==> src/rtl/spwm_pkg.sv <==
package spwm_pkg;
  localparam int unsigned ADDR_W = 6;
  localparam int unsigned DATA_W = 8;

  localparam logic [ADDR_W-1:0] A_PRESCALE = 6'h00;
  localparam logic [ADDR_W-1:0] A_LAST     = 6'h01;
  localparam logic [ADDR_W-1:0] A_EN_LO    = 6'h02;
  localparam logic [ADDR_W-1:0] A_SYNC     = 6'h04;
  localparam logic [ADDR_W-1:0] A_CMP_BASE = 6'h10;

  typedef struct packed {
    logic [DATA_W-1:0] rise;
    logic [DATA_W-1:0] fall;
  } edge_pair_t;

  function automatic logic [ADDR_W-1:0] en_addr(input int ch);
    return ADDR_W'(int'(A_EN_LO) + ch / 8);
  endfunction

  function automatic logic [ADDR_W-1:0] cmp_addr(input int ch, input bit is_fall);
    return ADDR_W'(int'(A_CMP_BASE) + 2 * ch + int'(is_fall));
  endfunction
endpackage

==> src/rtl/spwm_timebase.sv <==
module spwm_timebase #(
  parameter int unsigned W = 8
) (
  input  logic         clk_i,
  input  logic         rst_ni,
  input  logic [W-1:0] prescale_i,
  input  logic [W-1:0] last_i,
  output logic [W-1:0] step_o,
  output logic         tick_o,
  output logic         wrap_o
);
  logic [W-1:0] pre_q, step_q;

  // >= keeps the counters bounded when a limit is lowered mid-count
  assign tick_o = (pre_q >= prescale_i);
  assign wrap_o = tick_o && (step_q >= last_i);
  assign step_o = step_q;

  always_ff @(posedge clk_i or negedge rst_ni) begin
    if (!rst_ni) begin
      pre_q  <= '0;
      step_q <= '0;
    end else begin
      pre_q <= tick_o ? '0 : pre_q + 1'b1;
      if (wrap_o)      step_q <= '0;
      else if (tick_o) step_q <= step_q + 1'b1;
    end
  end
endmodule

==> src/rtl/spwm_regfile.sv <==
module spwm_regfile
  import spwm_pkg::*;
#(
  parameter int unsigned NUM_CH = 16
) (
  input  logic                       clk_i,
  input  logic                       rst_ni,
  input  logic                       wr_i,
  input  logic [ADDR_W-1:0]          addr_i,
  input  logic [DATA_W-1:0]          wdata_i,
  input  logic                       wrap_i,
  output logic [DATA_W-1:0]          rdata_o,
  output logic [DATA_W-1:0]          prescale_o,
  output logic [DATA_W-1:0]          last_o,
  output logic [NUM_CH-1:0]          en_o,
  output edge_pair_t [NUM_CH-1:0]    cmp_o,
  output logic                       pend_o,
  output logic                       xfer_o
);
  logic [DATA_W-1:0]       pre_q, last_q;
  logic [NUM_CH-1:0]       en_q;
  edge_pair_t [NUM_CH-1:0] cmp_q;
  logic                    pend_q;
  logic                    sync_set;

  assign sync_set = wr_i && (addr_i == A_SYNC) && wdata_i[0];
  assign xfer_o   = pend_q && wrap_i;

  always_ff @(posedge clk_i or negedge rst_ni) begin
    if (!rst_ni) begin
      pre_q  <= '0;
      last_q <= '0;
      en_q   <= '0;
      cmp_q  <= '0;
      pend_q <= 1'b0;
    end else begin
      if (wr_i && addr_i == A_PRESCALE) pre_q  <= wdata_i;
      if (wr_i && addr_i == A_LAST)     last_q <= wdata_i;
      for (int c = 0; c < NUM_CH; c++) begin
        if (wr_i && addr_i == en_addr(c))        en_q[c]       <= wdata_i[c % 8];
        if (wr_i && addr_i == cmp_addr(c, 1'b0)) cmp_q[c].rise <= wdata_i;
        if (wr_i && addr_i == cmp_addr(c, 1'b1)) cmp_q[c].fall <= wdata_i;
      end
      if (sync_set)    pend_q <= 1'b1;
      else if (xfer_o) pend_q <= 1'b0;
    end
  end

  always_comb begin
    rdata_o = '0;
    if (addr_i == A_PRESCALE) rdata_o = pre_q;
    if (addr_i == A_LAST)     rdata_o = last_q;
    if (addr_i == A_SYNC)     rdata_o = {{(DATA_W-1){1'b0}}, pend_q};
    for (int c = 0; c < NUM_CH; c++) begin
      if (addr_i == en_addr(c))        rdata_o[c % 8] = en_q[c];
      if (addr_i == cmp_addr(c, 1'b0)) rdata_o = cmp_q[c].rise;
      if (addr_i == cmp_addr(c, 1'b1)) rdata_o = cmp_q[c].fall;
    end
  end

  assign prescale_o = pre_q;
  assign last_o     = last_q;
  assign en_o       = en_q;
  assign cmp_o      = cmp_q;
  assign pend_o     = pend_q;
endmodule

==> src/rtl/spwm_channel.sv <==
module spwm_channel
  import spwm_pkg::*;
#(
  parameter bit SHADOWED = 1'b0
) (
  input  logic              clk_i,
  input  logic              rst_ni,
  input  logic              en_i,
  input  edge_pair_t        cmp_i,
  input  logic              xfer_i,
  input  logic [DATA_W-1:0] step_i,
  output edge_pair_t        act_o,
  output logic              pwm_o
);
  edge_pair_t act;
  logic       hit_r, hit_f, out_q;

  if (SHADOWED) begin : g_shadow
    edge_pair_t act_q;
    always_ff @(posedge clk_i or negedge rst_ni) begin
      if (!rst_ni)     act_q <= '0;
      else if (xfer_i) act_q <= cmp_i;
    end
    assign act = act_q;
  end else begin : g_direct
    logic unused_xfer;
    assign unused_xfer = xfer_i;
    assign act = cmp_i;
  end

  assign hit_r = (step_i == act.rise);
  assign hit_f = (step_i == act.fall);

  always_ff @(posedge clk_i or negedge rst_ni) begin
    if (!rst_ni)              out_q <= 1'b0;
    else if (!en_i)           out_q <= 1'b0;
    else if (hit_r && hit_f)  out_q <= 1'b0;
    else if (hit_r)           out_q <= 1'b1;
    else if (hit_f)           out_q <= 1'b0;
  end

  assign act_o = act;
  assign pwm_o = out_q;
endmodule

==> src/rtl/shadow_pwm.sv <==
module shadow_pwm
  import spwm_pkg::*;
#(
  parameter int unsigned      NUM_CH      = 16,
  parameter logic [NUM_CH-1:0] SHADOW_MASK = 16'hAAAA
) (
  input  logic              clk_i,
  input  logic              rst_ni,
  input  logic              wr_i,
  input  logic [5:0]        addr_i,
  input  logic [7:0]        wdata_i,
  output logic [7:0]        rdata_o,
  output logic [NUM_CH-1:0] pwm_o
);
  logic [DATA_W-1:0]       prescale_val, period_val, step_cnt;
  logic                    tick, wrap, sync_pend, xfer;
  logic [NUM_CH-1:0]       ch_en;
  edge_pair_t [NUM_CH-1:0] cmp_w, act_w;
  logic [NUM_CH-1:0][DATA_W-1:0] act_rise, act_fall;

  spwm_regfile #(.NUM_CH(NUM_CH)) u_regs (
    .clk_i, .rst_ni, .wr_i, .addr_i, .wdata_i,
    .wrap_i     (wrap),
    .rdata_o,
    .prescale_o (prescale_val),
    .last_o     (period_val),
    .en_o       (ch_en),
    .cmp_o      (cmp_w),
    .pend_o     (sync_pend),
    .xfer_o     (xfer)
  );

  spwm_timebase #(.W(DATA_W)) u_tb (
    .clk_i, .rst_ni,
    .prescale_i (prescale_val),
    .last_i     (period_val),
    .step_o     (step_cnt),
    .tick_o     (tick),
    .wrap_o     (wrap)
  );

  for (genvar c = 0; c < NUM_CH; c++) begin : g_ch
    spwm_channel #(.SHADOWED(SHADOW_MASK[c])) u_ch (
      .clk_i, .rst_ni,
      .en_i   (ch_en[c]),
      .cmp_i  (cmp_w[c]),
      .xfer_i (xfer),
      .step_i (step_cnt),
      .act_o  (act_w[c]),
      .pwm_o  (pwm_o[c])
    );
    assign act_rise[c] = act_w[c].rise;
    assign act_fall[c] = act_w[c].fall;
  end
endmodule

==> config.mk <==
export PLATFORM = sky130hd
export DESIGN_NAME = shadow_pwm
export DESIGN_NICKNAME = d
export VERILOG_FILES = /design/src/rtl/spwm_pkg.sv /design/src/rtl/spwm_timebase.sv /design/src/rtl/spwm_regfile.sv /design/src/rtl/spwm_channel.sv /design/src/rtl/shadow_pwm.sv
export SDC_FILE = /design/constraint.sdc
export NUM_CORES = 1
export LEC_CHECK = 0
export BUFFER_PORTS_ARGS = -buffer_cell sky130_fd_sc_hd__buf_4
export CORE_UTILIZATION = 40
export DETAILED_ROUTE_END_ITERATION = 16
export PLACE_DENSITY = 0.54
export SLEW_MARGIN = 20
export SYNTH_ARGS = -nofsm -noshare
export SYNTH_HDL_FRONTEND = slang
export SYNTH_SLANG_ARGS = --single-unit
==> constraint.sdc <==
create_clock -name clk_i -period 5.7 [get_ports clk_i]
set_clock_uncertainty 0.05 [all_clocks]
set_input_delay 0.57 -clock clk_i [delete_from_list [all_inputs] [get_ports clk_i]]
set_output_delay 0.57 -clock clk_i [all_outputs]
set_load 0.01 [all_outputs]
**Word-level counts from Yosys, hierarchy flattened**

Index checks and enable logic that the tools add are counted.
Widths: inputs -> output; s select.

- Output and inout bits: 24
- Input port bits: 17
- Flip-flop bits (word level): 449

- $add $sub $neg: 2
- Reductions and logical operators: 59
- $lt $le $gt $ge: 2
- Equal/unequal tests: 84
- Mux-type cells: 120

Operators with widths:

| cell | count |
|---|---|
| $mux 8 | 38 |
| $eq 8x8->1 | 32 |
| $eq 6x5->1 const B | 16 |
| $eq 6x6->1 const B | 16 |
| $mux 1 | 82 |
| $ne 4x1->1 const B | 16 |
| $logic_and 1x1->1 | 56 |
| $add 8x1->8 const B | 2 |
| $ge 8x8->1 | 2 |
| $eq 6x2->1 const B | 2 |
| $eq 6x1->1 const B | 1 |
| $eq 6x3->1 const B | 1 |
| $logic_not 6->1 | 1 |
| $reduce_bool 2->1 | 2 |

**Logic depth before layout (Yosys ltp)**

- Word-level depth: 52
- Depth in mapped cells: 13
- Gate-level depth less buffers: 9

**Modules after synthesis**

A second synthesis with hierarchy kept.

- Cell total of the unflattened synthesis: 2185
- Area, all modules: 24745.0 um2

By module, submodules not included:

| module | cells an instance | instances | area an instance (um2) | seq. area each (um2) |
|---|---|---|---|---|
| spwm_regfile | 1273 | 1 | 14565.2 | 7231.9 |
| spwm_channel (g_ch[11].u_ch ...) | 58 | 8 | 800.8 | 425.4 |
| spwm_channel (g_ch[0].u_ch ...) | 40 | 8 | 324.1 | 25.0 |
| spwm_timebase | 128 | 1 | 1181.1 | 400.4 |

**Least setup slack after synthesis**

Ideal clock, no wire load.

- Path kind: reg2reg
- Start: register u_tb.step_q[0] (netlist: u_tb.step_o[0])
- End: register g_ch[11].u_ch.g_shadow.act_q (netlist bit g_ch[11].u_ch.act_o[10])
- Stages on the path, launching flop included: 14
- Period minus slack after synthesis: 3034 ps
- Path buffers: 4
- Arrival time: 2859 ps
- Path slack: 2666 ps
- Cell sequence: dfrtp_1 clkbuf_1 clkbuf_1 inv_1 ha_1 nand2b_1 a21o_1 a21oi_1 o21ai_1 o21a_1 nand3_1 buf_4 buf_4 mux2_2

- Longest elaborated chain between the ends: 3

RTL lines:

| what | line | RTL |
|---|---|---|
| start, declared | spwm_timebase.sv:12 | `logic [W-1:0] pre_q, step_q;` |
| start signal, assigned | spwm_timebase.sv:26 | `else if (tick_o) step_q <= step_q + 1'b1;` |
| $ge 8x8->1 | spwm_timebase.sv:16 | `assign wrap_o = tick_o && (step_q >= last_i);` |
| $logic_and 1x1->1 | spwm_timebase.sv:16 |  |
| $logic_and 1x1->1 | spwm_regfile.sv:27 | `assign xfer_o = pend_q && wrap_i;` |
| end signal, assigned | spwm_channel.sv:22 | `else if (xfer_i) act_q <= cmp_i;` |
| end, declared | spwm_channel.sv:19 | `edge_pair_t act_q;` |

Every way passes these cells.
A chain may end at the register's enable or synchronous reset.

**Final worst setup path**

- Start: input port addr_i[1]
- End: output port rdata_o[6]

- Longest elaborated chain between the ends: 38
- Elaborated cells on any way between the ends: 74

RTL lines:

| what | line | RTL |
|---|---|---|
| start, declared | shadow_pwm.sv:10 | `input logic [5:0] addr_i,` |
| $logic_not 6->1 | spwm_regfile.sv:51 | `if (addr_i == A_PRESCALE) rdata_o = pre_q;` |
| $mux 8 | spwm_regfile.sv:51 |  |
| $mux 8 | spwm_regfile.sv:52 | `if (addr_i == A_LAST) rdata_o = last_q;` |
| $mux 8 | spwm_regfile.sv:53 | `if (addr_i == A_SYNC) rdata_o = {{(DATA_W-1){1'b0}}, pend_q};` |
| $mux 8 | spwm_regfile.sv:56 | `if (addr_i == cmp_addr(c, 1'b0)) rdata_o = cmp_q[c].rise;` |
| $mux 8 | spwm_regfile.sv:57 | `if (addr_i == cmp_addr(c, 1'b1)) rdata_o = cmp_q[c].fall;` |
| $mux 8 | spwm_regfile.sv:56 |  |
| $mux 8 | spwm_regfile.sv:57 |  |
| [... 22 more ...] | - |  |
| $mux 8 | spwm_regfile.sv:57 |  |
| $mux 8 | spwm_regfile.sv:56 |  |
| $mux 8 | spwm_regfile.sv:57 |  |
| $mux 1 | spwm_regfile.sv:55 | `if (addr_i == en_addr(c)) rdata_o[c % 8] = en_q[c];` |
| $mux 8 | spwm_regfile.sv:56 |  |
| $mux 8 | spwm_regfile.sv:57 |  |
| $mux 8 | spwm_regfile.sv:56 |  |
| $mux 8 (*) | spwm_regfile.sv:57 |  |
| end, declared | shadow_pwm.sv:12 | `output logic [7:0] rdata_o,` |

Every way passes the cells marked *; elsewhere a longest branch is shown, timed or not.

==> out/metrics.yaml <==
ant_nets: 0
grt_overflow: 0
synth_edf_count: 0
worst-setup-path-type: "in2out"
hold_depth: 3
startpoint_type: "input pin"
dr.first_iter.drc_count: 1619
worst_path_max_delay_cell: "nand2b_1"
grtUsageTotal_pct: 26.3
peakVddDrop_v: 0.000336
crit_start: "addr_i[1]"
synth.distinct_cells: 85
hpwl_um: 49300
die_width_um: 246
fin_setup_tns_ns: 0
syn_nets: 2087
die_height_um: 246
cts_setup_buffers: 0
syn_area_per_cell_um2: 11.6
synth_cells: 2052
slowest_delay_ns: 0.68
rsz0062_at_grt: "no"
status: "complete, no violations"
area_delta_synth_final_pct: 10.1
hold_violations: 0
period_share_pct: 77.2
fin_crit_ns: 4.40
yosys_warnings: 0
dr.pass1.iters: 6
yosysSeqAreaShare_pct: 47.1
worst_pin_slew_ns: 1.13
grt_pass1_vias: 17100
critPathCaptureType: "output pin"
num_io_pins: 41
netlist_area_um2: 23900
arrival_ns: 3.78
tritoncts: "built"
antenna_found_initial: 4
timing.hold.ws_ns: 0.460
hold_buffers: 1
max_freq_ghz: 0.227
core_um2: 59000
grt_pass1_wl_um: 118000
cts-root-buf: "clkbuf_16"
placement_rows: 89
p_leak_nw: 12.0
fillers: 5482
cts-resized-gates: 0
path_cells: "buf_4 > nand2b_1 > nor2_1 > nor3_1 > a221o_1 > a211oi_1 > a211oi_1 > a211o_1 > buf_4"
clock-sinks: 449
nets: 2055
drv_cap: 0
drive_gt1_share_pct: 29.6
totalWireLength_um: 78600
worstSkewPairLatency_ns: 0.61
synth_ff_type: "dfrtp_1"
async_flop_share_pct: 100
hp-class: "in2reg"
rr_startpoint: "u_regs.prescale_o[4]"
wire_per_inst_um: 27.8
clk_path_buf_depth: 3
viasPerCell: 6.00
final_max_slew_viol_count: 0
grt_max_degree: 159
port_buffers: 40
maxSlewHeadroom_pct: 24.7
power_density_nw_per_um2: 383
drc_errors: 0
numCtsBuffers: 51
via_count: 17000
synth_seq_cells: 449
worstHoldStart: "addr_i[5]"
place.gp.congestion: 0.985
finalSetupViolations: 0
clkTransAtPathRegs_ns: 0.07
cp.required_ns: 5.08
dieArea_um2: 60600
cts_max_level: 2
start_util_pct: 40.4
worstRegToRegCells: 9
worstPathMaxFanout: 50
-- cells in the mapped netlist, types with 6 or more instances --
master,count,area [µm²]
nor3_1,18,90.1
nand3_1,31,155
inv_1,21,78.8
clkbuf_1,66,248
a22o_1,9,78.8
a22oi_1,6,45.0
a21oi_1,80,400
xor2_1,133,1160
xnor2_1,129,1130
o31ai_1,6,45.0
mux2_1,9,101
nor2_1,76,285
buf_2,32,160
nand2_1,70,263
a31oi_1,9,56.3
nor2_2,24,150
buf_1,13,48.8
o221ai_1,7,61.3
a211oi_1,7,52.6
o21ai_1,6,30.0
mux2_2,411,4630
a32oi_1,7,61.3
a21o_1,7,52.6
nand2b_1,14,87.6
nor2b_1,13,81.3
o22ai_1,20,125
o21a_1,6,45.0
ha_1,18,225
mux2i_1,42,420
nor4_1,33,206
and3_1,7,43.8
buf_4,41,308
dfrtp_1,449,11200
o21ai_0,100,500
nand4_1,35,219
-- through the flow --
stage	utilization, %	cells	setup slack (ns)	instance area (µm²)	total power, W
global placement	41.7	2739	1.34	24600	0.00680
global route	44.5	2831	1.32	26300	0.0105
floorplan	-	2052	2.67	23900	0.00582
detailed placement	41.7	2739	1.27	24600	0.00684
finish	44.5	2832	1.30	26300	0.0101
CTS	44.5	2831	1.49	26300	0.0101
-- layout make-up --
class	count	area [µm²]	share of cell area (%)
Antenna cell	1	2.50	0.00953
Clock buffer	77	1470	5.61
Clock inverter	14	153	0.581
Inverter	22	82.6	0.314
Multi-Input combinational cell	1427	11800	44.8
Sequential cell	449	11200	42.8
Tap cell	773	967	3.68
Timing Repair Buffer	69	569	2.17
-- layout by cell type, fill, tap and decap left out, types with 6 or more instances in the layout --
master       n
nand2_1     70
nor2_2      24
a32oi_1      7
mux2_1       9
clkinv_2     9
nand4_1     35
and3_1       7
a21oi_1     80
nor4_1      33
o21a_1       6
o221ai_1     7
o31ai_1      6
xor2_1     133
o21ai_1      6
mux2_2     411
nor2_1      76
a211oi_1     7
clkbuf_1    16
mux2i_1     42
o21ai_0    100
nor2b_1     13
dfrtp_2      8
clkbuf_16   51
nand2b_1    14
nor3_1      18
dfrtp_1    441
a22oi_1      6
xnor2_1    129
clkbuf_8    10
o22ai_1     20
ha_1        18
a22o_1       9
a21o_1       7
a31oi_1      9
nand3_1     30
inv_1       21
buf_4       63
-- worst max-delay path: cells and delay by family --
kind                   cells  cell delay, ns
buffers and inverters      2            0.66
AOI/OAI and AO/OA          4            1.34
and+or+nand+nor            3            1.17
-- power by group --
| part | internal [W] | total [W] | switching [W] | leakage (nW) |
|---|---|---|---|---|
| Sequential | 0.00357 | 0.00399 | 0.000417 | 6.02 |
| Combinational | 0.00114 | 0.00282 | 0.00168 | 5.14 |
| Clock | 0.00191 | 0.00324 | 0.00133 | 0.806 |
-- state kept, by name, summed over array words and instances, names as in the netlist --
register,count
g_ch.u_ch.act_o,128
g_ch.u_ch.pwm_o,16
u_regs.cmp_o,256
u_regs.en_o,16
u_regs.last_o,8
u_regs.pend_o,1
u_regs.prescale_o,8
u_tb.pre_q,8
u_tb.step_o,8
-- metal layers --
metal	up-vias	GRT usage [%]	part of all wire [%]
li1	7308	-	-
met1	8806	37.7	45
met2	727	40.7	45
met3	158	4.08	7.1
met4	2	7.82	2.8
met5	-	0	0.015
-- cell families (layout without fill, tap and decap cells) --
| logic type | after synthesis | after routing | share of synthesized area, % |
|---|---|---|---|
| compound gates | 325 | 325 | 8.67 |
| simple gates | 355 | 355 | 7.98 |
| fa+ha+maj | 18 | 18 | 0.944 |
| buf+inv | 176 | 182 | 3.63 |
| other cells | 0 | 1 | 0 |
| mux | 467 | 467 | 22.1 |
| flops | 449 | 449 | 47.1 |
| xor+xnor | 262 | 262 | 9.62 |
-- worst paths after layout --
path / end / slack [ns]
worst max-delay path: rdata_o[6] / 1.30
worst min-delay path: u_regs.pend_o / 0.46
worst max register to register: g_ch[9].u_ch.act_o[1] / 2.29
worst min register to register: g_ch[13].u_ch.act_o[1] / 0.46
max in group asynchronous: u_regs.cmp_o[103] / 3.70
min in group asynchronous: g_ch[15].u_ch.act_o[9] / 0.51
Note: power is estimated with default switching activity, not from simulation.
